### src/rtl/sio_pkg.sv
package sio_pkg;
  localparam int DIV_W     = 12;
  localparam int REG_W     = 12;
  localparam int CHAR_W    = 8;
  localparam int SUB_TICKS = 8;
  localparam int SUB_W     = $clog2(SUB_TICKS);
  localparam int IDX_W     = $clog2(CHAR_W);
  localparam int CTRL_W    = 4;

  localparam logic [1:0] A_DATA = 2'd0;
  localparam logic [1:0] A_STAT = 2'd1;
  localparam logic [1:0] A_CTRL = 2'd2;
  localparam logic [1:0] A_SCAL = 2'd3;

  localparam int SB_TXE  = 0;
  localparam int SB_TXF  = 1;
  localparam int SB_RXA  = 2;
  localparam int SB_RXF  = 3;
  localparam int SB_PERR = 4;
  localparam int SB_FERR = 5;
  localparam int SB_OVR  = 6;

  localparam int CB_TXEN = 0;
  localparam int CB_RXEN = 1;
  localparam int CB_PEN  = 2;
  localparam int CB_PODD = 3;

  typedef enum logic [2:0] {S_IDLE, S_START, S_DATA, S_PAR, S_STOP} sio_state_e;
endpackage

### src/rtl/sio_fifo.sv
module sio_fifo #(
  parameter int DEPTH = 4,
  parameter int WIDTH = 8
) (
  input  logic             clk_i,
  input  logic             rst_ni,
  input  logic             push_i,
  input  logic             pop_i,
  input  logic [WIDTH-1:0] wdata_i,
  output logic [WIDTH-1:0] rdata_o,
  output logic             empty_o,
  output logic             full_o
);
  localparam int AW = (DEPTH > 1) ? $clog2(DEPTH) : 1;
  localparam int CW = $clog2(DEPTH + 1);

  logic [WIDTH-1:0] mem_q [DEPTH];
  logic [AW-1:0]    wp_q, wp_d, rp_q, rp_d;
  logic [CW-1:0]    cnt_q, cnt_d;

  always_comb begin
    wp_d  = wp_q;
    rp_d  = rp_q;
    cnt_d = cnt_q;
    if (push_i) wp_d = (wp_q == AW'(DEPTH - 1)) ? '0 : wp_q + 1'b1;
    if (pop_i)  rp_d = (rp_q == AW'(DEPTH - 1)) ? '0 : rp_q + 1'b1;
    if (push_i && !pop_i) cnt_d = cnt_q + 1'b1;
    else if (pop_i && !push_i) cnt_d = cnt_q - 1'b1;
  end

  always_ff @(posedge clk_i or negedge rst_ni) begin
    if (!rst_ni) begin
      wp_q  <= '0;
      rp_q  <= '0;
      cnt_q <= '0;
    end else begin
      wp_q  <= wp_d;
      rp_q  <= rp_d;
      cnt_q <= cnt_d;
    end
  end

  always_ff @(posedge clk_i) begin
    if (push_i) mem_q[wp_q] <= wdata_i;
  end

  assign rdata_o = mem_q[rp_q];
  assign empty_o = (cnt_q == '0);
  assign full_o  = (cnt_q == CW'(DEPTH));

  // storage order is only kept if callers never push into a full queue
  assert_no_overflow_R7: assert property (@(posedge clk_i) disable iff (!rst_ni)
    push_i |-> !full_o);
  // pops only from a queue that holds data
  assert_no_underflow_R7: assert property (@(posedge clk_i) disable iff (!rst_ni)
    pop_i |-> !empty_o);
endmodule

### src/rtl/sio_tx.sv
module sio_tx import sio_pkg::*; (
  input  logic              clk_i,
  input  logic              rst_ni,
  input  logic              tick_i,
  input  logic              en_i,
  input  logic              cts_n_i,
  input  logic              par_en_i,
  input  logic              par_odd_i,
  input  logic              empty_i,
  input  logic [CHAR_W-1:0] data_i,
  output logic              pop_o,
  output logic              txd_o
);
  sio_state_e        st_q, st_d;
  logic [SUB_W-1:0]  sub_q, sub_d;
  logic [IDX_W-1:0]  idx_q, idx_d;
  logic [CHAR_W-1:0] sh_q, sh_d;
  logic              par_q, par_d, pe_q, pe_d, txd_q, txd_d;

  always_comb begin
    st_d  = st_q;
    sub_d = sub_q;
    idx_d = idx_q;
    sh_d  = sh_q;
    par_d = par_q;
    pe_d  = pe_q;
    txd_d = txd_q;
    pop_o = 1'b0;
    if (tick_i) begin
      if (st_q == S_IDLE) begin
        txd_d = 1'b1;
        if (en_i && !cts_n_i && !empty_i) begin
          pop_o = 1'b1;
          sh_d  = data_i;
          par_d = par_odd_i ^ (^data_i);
          pe_d  = par_en_i;
          sub_d = '0;
          st_d  = S_START;
          txd_d = 1'b0;
        end
      end else begin
        sub_d = sub_q + 1'b1;
        if (sub_q == SUB_W'(SUB_TICKS - 1)) begin
          unique case (st_q)
            S_START: begin
              st_d  = S_DATA;
              idx_d = '0;
              txd_d = sh_q[0];
            end
            S_DATA: begin
              if (idx_q == IDX_W'(CHAR_W - 1)) begin
                st_d  = pe_q ? S_PAR : S_STOP;
                txd_d = pe_q ? par_q : 1'b1;
              end else begin
                idx_d = idx_q + 1'b1;
                sh_d  = sh_q >> 1;
                txd_d = sh_q[1];
              end
            end
            S_PAR: begin
              st_d  = S_STOP;
              txd_d = 1'b1;
            end
            default: begin
              st_d  = S_IDLE;
              txd_d = 1'b1;
            end
          endcase
        end
      end
    end
  end

  always_ff @(posedge clk_i or negedge rst_ni) begin
    if (!rst_ni) begin
      st_q  <= S_IDLE;
      sub_q <= '0;
      idx_q <= '0;
      sh_q  <= '0;
      par_q <= 1'b0;
      pe_q  <= 1'b0;
      txd_q <= 1'b1;
    end else begin
      st_q  <= st_d;
      sub_q <= sub_d;
      idx_q <= idx_d;
      sh_q  <= sh_d;
      par_q <= par_d;
      pe_q  <= pe_d;
      txd_q <= txd_d;
    end
  end

  assign txd_o = txd_q;

  // a frame leaves idle only while the peer reported clear-to-send
  assert_start_needs_cts_R5: assert property (@(posedge clk_i) disable iff (!rst_ni)
    (st_q == S_START && $past(st_q) == S_IDLE) |-> !$past(cts_n_i));
  // the line can only change on a divider tick
  assert_line_on_tick_R2: assert property (@(posedge clk_i) disable iff (!rst_ni)
    !$past(tick_i) |-> $stable(txd_o));
endmodule

### src/rtl/sio_rx.sv
module sio_rx import sio_pkg::*; (
  input  logic              clk_i,
  input  logic              rst_ni,
  input  logic              tick_i,
  input  logic              en_i,
  input  logic              rxd_i,
  input  logic              par_en_i,
  input  logic              par_odd_i,
  output logic              done_o,
  output logic [CHAR_W-1:0] data_o,
  output logic              perr_o,
  output logic              ferr_o
);
  localparam int HALF = SUB_TICKS / 2;

  sio_state_e        st_q, st_d;
  logic [SUB_W-1:0]  sub_q, sub_d;
  logic [IDX_W-1:0]  idx_q, idx_d;
  logic [CHAR_W-1:0] sh_q, sh_d;
  logic              pb_q, pb_d, pe_q, pe_d, odd_q, odd_d;

  always_comb begin
    st_d   = st_q;
    sub_d  = sub_q;
    idx_d  = idx_q;
    sh_d   = sh_q;
    pb_d   = pb_q;
    pe_d   = pe_q;
    odd_d  = odd_q;
    done_o = 1'b0;
    perr_o = 1'b0;
    ferr_o = 1'b0;
    if (tick_i) begin
      if (st_q == S_IDLE) begin
        if (en_i && !rxd_i) begin
          st_d  = S_START;
          sub_d = '0;
          pe_d  = par_en_i;
          odd_d = par_odd_i;
        end
      end else if (st_q == S_START) begin
        sub_d = sub_q + 1'b1;
        if (sub_q == SUB_W'(HALF - 1)) begin
          st_d  = rxd_i ? S_IDLE : S_DATA;
          sub_d = '0;
          idx_d = '0;
        end
      end else begin
        sub_d = sub_q + 1'b1;
        if (sub_q == SUB_W'(SUB_TICKS - 1)) begin
          unique case (st_q)
            S_DATA: begin
              sh_d  = {rxd_i, sh_q[CHAR_W-1:1]};
              idx_d = idx_q + 1'b1;
              if (idx_q == IDX_W'(CHAR_W - 1)) st_d = pe_q ? S_PAR : S_STOP;
            end
            S_PAR: begin
              pb_d = rxd_i;
              st_d = S_STOP;
            end
            default: begin
              done_o = 1'b1;
              ferr_o = !rxd_i;
              perr_o = pe_q && (pb_q != (odd_q ^ (^sh_q)));
              st_d   = S_IDLE;
            end
          endcase
        end
      end
    end
  end

  always_ff @(posedge clk_i or negedge rst_ni) begin
    if (!rst_ni) begin
      st_q  <= S_IDLE;
      sub_q <= '0;
      idx_q <= '0;
      sh_q  <= '0;
      pb_q  <= 1'b0;
      pe_q  <= 1'b0;
      odd_q <= 1'b0;
    end else begin
      st_q  <= st_d;
      sub_q <= sub_d;
      idx_q <= idx_d;
      sh_q  <= sh_d;
      pb_q  <= pb_d;
      pe_q  <= pe_d;
      odd_q <= odd_d;
    end
  end

  assign data_o = sh_q;

  // a qualified start must have seen a low line at the half-bit check
  assert_start_qualified_R6: assert property (@(posedge clk_i) disable iff (!rst_ni)
    (st_q == S_DATA && $past(st_q) == S_START) |-> !$past(rxd_i));
endmodule

### src/rtl/sio_link.sv
module sio_link import sio_pkg::*; #(
  parameter int               FIFO_DEPTH  = 4,
  parameter logic [DIV_W-1:0] RELOAD_INIT = 12'd15
) (
  input  logic             clk_i,
  input  logic             rst_ni,
  input  logic [1:0]       addr_i,
  input  logic             wr_i,
  input  logic             rd_i,
  input  logic [REG_W-1:0] wdata_i,
  output logic [REG_W-1:0] rdata_o,
  output logic             txd_o,
  input  logic             rxd_i,
  output logic             rtsn_o,
  input  logic             ctsn_i
);
  logic [1:0]        rst_sync_q, rxd_sync_q, cts_sync_q;
  logic              rst_n;
  logic [CTRL_W-1:0] ctrl_q, ctrl_d;
  logic [DIV_W-1:0]  scal_q, scal_d, div_q, div_d;
  logic              perr_q, perr_d, ferr_q, ferr_d, ovr_q, ovr_d;
  logic              tick, wr_data, wr_stat, wr_ctrl, wr_scal, rd_data;
  logic              tx_push, tx_pop, tx_empty, tx_full;
  logic              rx_push, rx_pop, rx_empty, rx_full;
  logic              rx_done, rx_perr, rx_ferr;
  logic [CHAR_W-1:0] tx_head, rx_head, rx_byte;

  // reset: asserted at once, released two clocks later
  always_ff @(posedge clk_i or negedge rst_ni) begin
    if (!rst_ni) rst_sync_q <= 2'b00;
    else         rst_sync_q <= {rst_sync_q[0], 1'b1};
  end
  assign rst_n = rst_sync_q[1];

  always_ff @(posedge clk_i or negedge rst_n) begin
    if (!rst_n) begin
      rxd_sync_q <= 2'b11;
      cts_sync_q <= 2'b11;
    end else begin
      rxd_sync_q <= {rxd_sync_q[0], rxd_i};
      cts_sync_q <= {cts_sync_q[0], ctsn_i};
    end
  end

  assign wr_data = wr_i && (addr_i == A_DATA);
  assign wr_stat = wr_i && (addr_i == A_STAT);
  assign wr_ctrl = wr_i && (addr_i == A_CTRL);
  assign wr_scal = wr_i && (addr_i == A_SCAL);
  assign rd_data = rd_i && (addr_i == A_DATA);
  assign tx_push = wr_data && !tx_full;
  assign rx_pop  = rd_data && !rx_empty;
  assign rx_push = rx_done && !rx_full;
  assign tick    = (div_q == '0);

  always_comb begin
    ctrl_d = wr_ctrl ? wdata_i[CTRL_W-1:0] : ctrl_q;
    scal_d = wr_scal ? wdata_i[DIV_W-1:0] : scal_q;
    div_d  = tick ? scal_q : div_q - 1'b1;
    perr_d = perr_q;
    ferr_d = ferr_q;
    ovr_d  = ovr_q;
    if (wr_stat && wdata_i[SB_PERR]) perr_d = 1'b0;
    if (wr_stat && wdata_i[SB_FERR]) ferr_d = 1'b0;
    if (wr_stat && wdata_i[SB_OVR])  ovr_d  = 1'b0;
    if (rx_done && rx_perr)          perr_d = 1'b1;
    if (rx_done && rx_ferr)          ferr_d = 1'b1;
    if (rx_done && rx_full)          ovr_d  = 1'b1;
  end

  always_ff @(posedge clk_i or negedge rst_n) begin
    if (!rst_n) begin
      ctrl_q <= '0;
      scal_q <= RELOAD_INIT;
      div_q  <= RELOAD_INIT;
      perr_q <= 1'b0;
      ferr_q <= 1'b0;
      ovr_q  <= 1'b0;
    end else begin
      ctrl_q <= ctrl_d;
      scal_q <= scal_d;
      div_q  <= div_d;
      perr_q <= perr_d;
      ferr_q <= ferr_d;
      ovr_q  <= ovr_d;
    end
  end

  always_comb begin
    rdata_o = '0;
    case (addr_i)
      A_DATA: rdata_o[CHAR_W-1:0] = rx_head;
      A_STAT: begin
        rdata_o[SB_TXE]  = tx_empty;
        rdata_o[SB_TXF]  = tx_full;
        rdata_o[SB_RXA]  = !rx_empty;
        rdata_o[SB_RXF]  = rx_full;
        rdata_o[SB_PERR] = perr_q;
        rdata_o[SB_FERR] = ferr_q;
        rdata_o[SB_OVR]  = ovr_q;
      end
      A_CTRL: rdata_o[CTRL_W-1:0] = ctrl_q;
      A_SCAL: rdata_o = scal_q;
    endcase
  end

  sio_fifo #(.DEPTH(FIFO_DEPTH), .WIDTH(CHAR_W)) u_txq (
    .clk_i(clk_i), .rst_ni(rst_n), .push_i(tx_push), .pop_i(tx_pop),
    .wdata_i(wdata_i[CHAR_W-1:0]), .rdata_o(tx_head), .empty_o(tx_empty), .full_o(tx_full));

  sio_fifo #(.DEPTH(FIFO_DEPTH), .WIDTH(CHAR_W)) u_rxq (
    .clk_i(clk_i), .rst_ni(rst_n), .push_i(rx_push), .pop_i(rx_pop),
    .wdata_i(rx_byte), .rdata_o(rx_head), .empty_o(rx_empty), .full_o(rx_full));

  sio_tx u_tx (
    .clk_i(clk_i), .rst_ni(rst_n), .tick_i(tick), .en_i(ctrl_q[CB_TXEN]),
    .cts_n_i(cts_sync_q[1]), .par_en_i(ctrl_q[CB_PEN]), .par_odd_i(ctrl_q[CB_PODD]),
    .empty_i(tx_empty), .data_i(tx_head), .pop_o(tx_pop), .txd_o(txd_o));

  sio_rx u_rx (
    .clk_i(clk_i), .rst_ni(rst_n), .tick_i(tick), .en_i(ctrl_q[CB_RXEN]),
    .rxd_i(rxd_sync_q[1]), .par_en_i(ctrl_q[CB_PEN]), .par_odd_i(ctrl_q[CB_PODD]),
    .done_o(rx_done), .data_o(rx_byte), .perr_o(rx_perr), .ferr_o(rx_ferr));

  assign rtsn_o = rx_full;

  // ready-to-receive only withdraws right after a byte was stored
  assert_rtsn_rise_R8: assert property (@(posedge clk_i) disable iff (!rst_n)
    $rose(rtsn_o) |-> $past(rx_push));
  // the parity flag only drops on a clearing write
  assert_perr_sticky_R9: assert property (@(posedge clk_i) disable iff (!rst_n)
    $fell(perr_q) |-> $past(wr_stat && wdata_i[SB_PERR]));
  // the framing flag only drops on a clearing write
  assert_ferr_sticky_R10: assert property (@(posedge clk_i) disable iff (!rst_n)
    $fell(ferr_q) |-> $past(wr_stat && wdata_i[SB_FERR]));
  // a byte finishing into a full queue raises the overrun flag
  assert_overrun_R11: assert property (@(posedge clk_i) disable iff (!rst_n)
    (rx_done && rx_full) |=> ovr_q);
endmodule

### config.mk
export PLATFORM = sky130hd
export DESIGN_NAME = sio_link
export DESIGN_NICKNAME = d
export VERILOG_FILES = /design/src/rtl/sio_pkg.sv /design/src/rtl/sio_fifo.sv /design/src/rtl/sio_tx.sv /design/src/rtl/sio_rx.sv /design/src/rtl/sio_link.sv
export SDC_FILE = /design/constraint.sdc
export NUM_CORES = 1
export LEC_CHECK = 0
export BUFFER_PORTS_ARGS = -buffer_cell sky130_fd_sc_hd__buf_4
export CAP_MARGIN = 20
export CORE_MARGIN = 1
export CORE_UTILIZATION = 55
export DETAILED_ROUTE_END_ITERATION = 8
export HOLD_SLACK_MARGIN = 0.03
export PLACE_DENSITY = 0.75
export SYNTH_ARGS = -nofsm -noshare
export SYNTH_HDL_FRONTEND = slang
export SYNTH_HIERARCHICAL = 1
export SYNTH_SLANG_ARGS = --single-unit
### constraint.sdc
create_clock -name clk_i -period 3.1 [get_ports clk_i]
set_input_delay 0.31 -clock clk_i [delete_from_list [all_inputs] [get_ports clk_i]]
set_output_delay 0.31 -clock clk_i [all_outputs]
set_load 0.02 [all_outputs]
==> impl_metrics.json, run 1 <==
{
  "yosys.area.top_type": "dfrtp_1",
  "multiInputGateArea_sq_um": 2850,
  "grt_pass1_vias": 4450,
  "clk_path_buf_depth": 2,
  "pwr-share-clk_pct": 38.3,
  "hold_violations": 0,
  "syn-num-nets": 580,
  "switching_share_pct": 26.7,
  "synth_seq_area_share_pct": 57.8,
  "fin_crit_ps": 2920,
  "place_congestion": 0.837,
  "ys_warn_count": 6,
  "wl_per_cell_um": 18.3,
  "fill_cells": 910,
  "antenna_cells": 0,
  "drive_above_1_share_pct": 27.5,
  "critPathMaxFanout": 29,
  "setup.worst_path.end": "u_txq/cnt_q[2]$_DFFE_PN0P_",
  "peakVddDrop_mv": 0.573,
  "seqCellArea_sq_um": 4220,
  "leakage_nw": 3.47,
  "cap_viol_max_count": 0,
  "cts_tree": "done",
  "ioPinCount": 34,
  "cts.sinks": 155,
  "dp_hpwl_um": 9480,
  "criticalPathCategory": "flip-flop to flip-flop",
  "synthFlopType": "dfrtp_1",
  "clockRootBuffer": "clkbuf_16",
  "r2r-start": "div_q[0]$_DFF_PN1_",
  "start_util_pct": 57.1,
  "status": "finished clean",
  "cts_buffers": 17,
  "design_area_sq_um": 8400,
  "grt_first_pass_wirelength_um": 22400,
  "dieHeight_um": 117,
  "synth.area.top_cells": "dfrtp_1, edfxtp_1, mux2_2",
  "nets": 625,
  "critPathRequiredTime_ps": 3440,
  "cts.clk_slew.worst_paths_ps": 60,
  "die_w_um": 117,
  "synth_cell_type_count": 66,
  "core-area_sq_um": 12800,
  "start_kind": "flip-flop",
  "worst_clock_skew_ps": 10.5,
  "gr-total-overflow": 0,
  "final_cell_mix": "dfrtp_1, edfxtp_1, buf_4",
  "syn_area_per_cell_sq_um": 13.7,
  "maxSlewHeadroom_pct": 48.0,
  "tightest_slew_ps": 781,
  "ys_async_sr_fraction_pct": 58.7,
  "power_density_nw_per_um2": 701,
  "htree_levels": 4,
  "final_common_cell": "dfrtp_1",
  "placementRows": 41,
  "ff2ff_setup_slack_ps": 180,
  "min_path_type": "primary input to flip-flop",
  "reg2reg_to": "u_txq/cnt_q[2]$_DFFE_PN0P_",
  "p_seq_share_pct": 45.8,
  "grt_max_degree": 57,
  "drc_errors": 0,
  "wirelength_um": 13900,
  "routed_via_density": 5.79,
  "p_int_mw": 4.32,
  "cp_common_cell": "inv_1",
  "antenna_found_initial": 0,
  "synthCells": 531,
  "synth_edf_count": 64,
  "io_buffers": 33,
  "power.switching_mw": 1.57,
  "drtIter0Drc": 325,
  "ant_nets": 0,
  "synth_top_area_share_pct": 26.8,
  "fin_tns_setup_ps": 0,
  "clock_latency_ps": 430,
  "end_kind": "flip-flop",
  "fmax_ghz": 0.342,
  "crit_chain": "inv_1 > ha_1 > nor4b_2 > and3_2 > buf_6 > and3_1 > inv_1 > ha_1 > inv_1 > fa_1 > xor2_1 > nor2_1 > xor2_1",
  "post-route-period-util_pct": 94.3,
  "netlist_area_sq_um": 7290,
  "area_growth_pct": 15.2,
  "grt_use_total_pct": 22.3,
  "vias": 4409,
  "finalSetupViolCount": 0,
  "die_area_sq_um": 13700,
  "detail_route.first_pass.iterations": 6,
  "max_stage_delay_ps": 540,
  "critPathLaunch": "div_q[0]$_DFF_PN1_",
  "rr_worst_depth": 13,
  "slowest_stage": "dfstp_2",
  "post_cts_buffers": 0,
  "ys_ff_latch": 155,
  "place_area_sq_um": 7710,
  "slew_violations": 0,
  "power_frac_comb_pct": 15.9,
  "crit_arrival_ps": 3260
}
==> final cells by class <==
type | instances | area share, %
multi-input cells | 329 | 33.9
flip-flops and latches | 155 | 50.2
well taps | 172 | 2.56
clock inverters | 15 | 2.65
repair buffers | 49 | 4.51
clock buffers | 17 | 5.06
inverters | 24 | 1.07
==> Yosys cell counts (all sizes together), types with 13 or more instances <==
cell and number:
ha 27, nand2 34, a21oi 20, inv 24
nor3 14, dfstp 13, xnor2 19, o21ai 14
mux2 37, edfxtp 64, dfrtp 78, mux4 16
nor2 31
==> power by group through the flow <==
stage | Clock, mW | Combinational [mW] | Sequential (mW)
4_1_cts | 2.28 | 0.940 | 2.69
2_1_floorplan | 0 | 0.747 | 2.62
6_report | 2.26 | 0.938 | 2.70
3_5_place_dp | 0 | 0.921 | 2.73
3_3_place_gp | 0 | 0.889 | 2.71
5_1_grt | 2.36 | 1.04 | 2.74
==> what timing repair did <==
item / 4_1_cts / 5_1_grt
hold buffers: 3 / 0
endpoints found under the hold margin: 4 / 0
gates resized for setup: 0 / 4
setup endpoints to repair: 0 / 4
==> cell families after synthesis <==
family / share of synthesized area [%]
DFF: 57.8
xor gates and xnor gates: 4.10
and+or+nand+nor: 10.2
muxes: 11.5
adders and majority gates: 5.18
AOI/OAI and AO/OA: 7.93
other: 0.0515
buffers and inverters: 3.19
==> worst min-delay path by stage <==
stage | from | end | slack [ps] | depth (start not counted)
after floorplan | rst_ni | rst_sync_q[0]$_DFF_PN0_ | 10 | 0
after global placement | rst_ni | rst_sync_q[0]$_DFF_PN0_ | 90 | 1
after detailed placement | rst_ni | rst_sync_q[0]$_DFF_PN0_ | 90 | 1
after CTS | wdata_i[7] | u_txq/mem_q[2][7]$_DFFE_PP_ | 90 | 1
after global routing | wdata_i[7] | u_txq/mem_q[0][7]$_DFFE_PP_ | 90 | 1
final | wdata_i[7] | u_txq/mem_q[2][7]$_DFFE_PP_ | 100 | 1
==> critical path, delay by kind of cell, from the launching register on <==
family                   cells  cell delay [ps]
AND/OR/NAND/NOR              4              760
adder cells (fa/ha/maj)      3              780
buffers and inverters        4              430
XOR/XNOR                     2              330
flip-flops                   1              540
==> metal layers <==
layer,GRT usage [%],vias to the layer above,routed length (um)
met5,0,-,0
met4,6.92,0,187
met3,5.25,18,714
met2,38.3,104,7120
met1,28.1,2241,5900
li1,-,2046,-
==> flip-flops by register name, indices dropped and copies added (netlist names), 2 cells and up <==
| name | flops |
|---|---|
| u_rx/idx_q | 3 |
| u_tx/sub_q | 3 |
| u_rx/st_q | 3 |
| rst_sync_q | 2 |
| cts_sync_q | 2 |
| u_tx/sh_q | 8 |
| div_q | 12 |
| u_txq/wp_q | 2 |
| u_rx/sub_q | 3 |
| u_rx/data_o | 8 |
| u_txq/cnt_q | 3 |
| u_tx/idx_q | 3 |
| u_txq/mem_q | 32 |
| ctrl_q | 4 |
| rxd_sync_q | 2 |
| u_tx/st_q | 3 |
| u_rxq/rp_q | 2 |
| u_rxq/wp_q | 2 |
| u_rxq/cnt_q | 3 |
| scal_q | 12 |
| u_txq/rp_q | 2 |
| u_rxq/mem_q | 32 |
==> stage by stage <==
step	hold slack, ps	power [mW]	std cells	util, %	worst slack, ps
2_1_floorplan	14.4	3.36	531	-	95.7
3_3_place_gp	92.6	3.60	726	60.4	182
3_5_place_dp	94.9	3.65	726	60.4	106
4_1_cts	89.1	5.91	761	65.7	10.2
5_1_grt	91.4	6.13	761	65.8	-10.8
6_report	101	5.89	761	65.8	176
(Power assumes the default switching activity.)
==> run 2: changes to the inputs <==
--- a/config.mk
+++ b/config.mk
@@ -7,7 +7,6 @@
 export LEC_CHECK = 0
 export BUFFER_PORTS_ARGS = -buffer_cell sky130_fd_sc_hd__buf_4
 export CAP_MARGIN = 20
-export CORE_MARGIN = 1
 export CORE_UTILIZATION = 55
 export DETAILED_ROUTE_END_ITERATION = 8
 export HOLD_SLACK_MARGIN = 0.03
==> constraint.sdc (replaced) <==
create_clock -name clk_i -period 3.2 [get_ports clk_i]
set_input_delay 0.32 -clock clk_i [delete_from_list [all_inputs] [get_ports clk_i]]
set_output_delay 0.32 -clock clk_i [all_outputs]
set_load 0.02 [all_outputs]
==> run 2 against run 1 <==
Against the previous run: total power is 9.6% lower; register-to-register slack gained 50 ps; utilization is 1.1 points lower; first-iteration DRC count is 25% higher; count of clock-buffer cells in the layout is 4 higher; design area is 1.7% lower; critical path depth unchanged; via count fell by 0.16%; clock power shrank 20%; die area unchanged; non-clock buffer count decreased by 2; largest cell class unchanged.
==> impl_metrics.json, run 2 (synthesized netlist as in run 1, its figures left out) <==
{
  "status": "finished clean",
  "switching_share_pct": 27.4,
  "power_frac_comb_pct": 17.0,
  "hold_violations": 0,
  "p_int_mw": 3.87,
  "start_util_pct": 57.1,
  "crit_chain": "inv_1 > ha_1 > nor4b_1 > and3_1 > nand4_1 > inv_1 > nor2b_1 > ha_1 > inv_1 > fa_1 > xor2_1 > nor2_1 > xor2_1",
  "final_cell_mix": "dfrtp_1, edfxtp_1, buf_4",
  "place_congestion": 0.820,
  "ioPinCount": 34,
  "dp_slack_ps": 288,
  "cts-resized-gates": 0,
  "tightest_slew_ps": 947,
  "design_area_sq_um": 8250,
  "wl_per_cell_um": 19.1,
  "final_common_cell": "dfrtp_1",
  "grt_use_total_pct": 23.8,
  "routed_via_density": 5.80,
  "grt_first_pass_wirelength_um": 23500,
  "wirelength_um": 14500,
  "cts_tree": "done",
  "dieHeight_um": 117,
  "cp_common_cell": "inv_1",
  "drive_above_1_share_pct": 25.7,
  "slew_violations": 0,
  "critPathLaunch": "div_q[0]$_DFF_PN1_",
  "critPathMaxFanout": 4,
  "p_seq_share_pct": 49.1,
  "cap_viol_max_count": 0,
  "routed.top_layer": "met4",
  "vias": 4402,
  "peakVddDrop_mv": 0.493,
  "power.switching_mw": 1.46,
  "cts.sinks": 155,
  "clockRootBuffer": "clkbuf_16",
  "worst_clock_skew_ps": 6.77,
  "io_buffers": 33,
  "placementRows": 41,
  "dr_wl_met3_um": 653,
  "grt_pass1_vias": 4536,
  "antenna_cells": 0,
  "critPathRequiredTime_ps": 3550,
  "cts.clk_slew.worst_paths_ps": 60,
  "fin_crit_ps": 2970,
  "htree_levels": 4,
  "core-area_sq_um": 12800,
  "fin_tns_setup_ps": 0,
  "rr_worst_depth": 13,
  "crit_buf_inv": 3,
  "fmax_ghz": 0.336,
  "gr-total-overflow": 0,
  "die_area_sq_um": 13700,
  "die_w_um": 117,
  "place_area_sq_um": 7690,
  "slowest_stage": "dfstp_2",
  "clock_latency_ps": 430,
  "wl_met1_um": 6040,
  "fin_ws_ps": 225,
  "start_kind": "flip-flop",
  "area_growth_pct": 13.2,
  "reg2reg_to": "u_rxq/cnt_q[2]$_DFFE_PN0P_",
  "power_density_nw_per_um2": 645,
  "max_stage_delay_ps": 380,
  "pwr-share-clk_pct": 34.0,
  "cp_num_cells": 13,
  "post_cts_buffers": 0,
  "cts_buffers": 17,
  "dp_hpwl_um": 10100,
  "post-route-period-util_pct": 93.0,
  "top_regs": "u_rxq/mem_q: 32 flops, u_txq/mem_q: 32 flops",
  "path_delay_family": "simple AND/OR/NAND/NOR gates",
  "maxSlewHeadroom_pct": 36.9,
  "finalSetupViolCount": 0,
  "rsz0062_at_grt": "no",
  "leakage_nw": 3.43,
  "end_kind": "flip-flop",
  "ant_nets": 0,
  "clk_path_buf_depth": 2,
  "nets": 623,
  "min_path_type": "primary input to flip-flop",
  "drc_errors": 0,
  "crit_arrival_ps": 3320,
  "wl_met2_um": 7550,
  "ff2ff_setup_slack_ps": 230,
  "detail_route.first_pass.iterations": 5,
  "drtIter0Drc": 405,
  "r2r-start": "div_q[0]$_DFF_PN1_",
  "criticalPathCategory": "flip-flop to flip-flop",
  "setup.worst_path.end": "u_rxq/cnt_q[2]$_DFFE_PN0P_",
  "antenna_found_initial": 0,
  "grt_max_degree": 72
}
-- run 2: stage by stage --
stage	hold slack (ps)	power [mW]	std cells	util, %
finish	104	5.32	759	64.6
global route	82.7	5.59	759	64.6
detailed placement	103	3.54	724	60.2
floorplan	24.4	3.26	531	-
global placement	103	3.48	724	60.2
CTS	87.2	5.37	759	64.6
-- run 2: worst min path at each step --
| stage | from | endpoint | slack, ps | depth (start not counted) |
|---|---|---|---|---|
| after CTS | wdata_i[7] | u_txq/mem_q[3][7]$_DFFE_PP_ | 90 | 1 |
| after global placement | rst_ni | rst_sync_q[0]$_DFF_PN0_ | 100 | 1 |
| after detailed placement | rst_ni | rst_sync_q[0]$_DFF_PN0_ | 100 | 1 |
| final | wdata_i[7] | u_txq/mem_q[0][7]$_DFFE_PP_ | 100 | 1 |
| after global routing | wdata_i[7] | u_txq/mem_q[3][7]$_DFFE_PP_ | 80 | 1 |
| after floorplan | rst_ni | rst_sync_q[0]$_DFF_PN0_ | 20 | 0 |
-- run 2: final cells by class --
cell class,instances,area [sq um]
Fill cell,921,4520
Sequential cell,155,4220
Multi-Input combinational cell,329,2840
Clock buffer,21,450
Timing Repair Buffer,47,360
Tap cell,172,215
Inverter,24,90.1
Clock inverter,11,77.6
-- run 2: layer usage --
layer | vias up | GRT usage, %
li1 | 2040 | -
met1 | 2256 | 29.0
met2 | 85 | 39.8
met3 | 21 | 7.36
met4 | 0 | 9.62
met5 | - | 0
-- run 2: repair_timing --
item / CTS / global route
endpoints found under the setup margin: 0 / 0
hold buffers: 3 / 0
endpoints found under the hold margin: 4 / 0
-- run 2: power groups by stage --
stage	Combinational [mW]	Clock [mW]	Sequential (mW)
after detailed placement	0.896	0	2.65
final	0.903	1.81	2.61
after CTS	0.910	1.85	2.61
after global routing	0.991	1.94	2.65
after global placement	0.853	0	2.62
after floorplan	0.723	0	2.54
-- run 2: worst register-to-register path, cell delays in order, from the launching register on --
cell	delay, ps
dfstp_2	380
inv_1	80
ha_1	140
nor4b_1	360
and3_1	310
nand4_1	180
inv_1	170
nor2b_1	200
ha_1	210
inv_1	70
fa_1	370
xor2_1	150
nor2_1	110
xor2_1	170
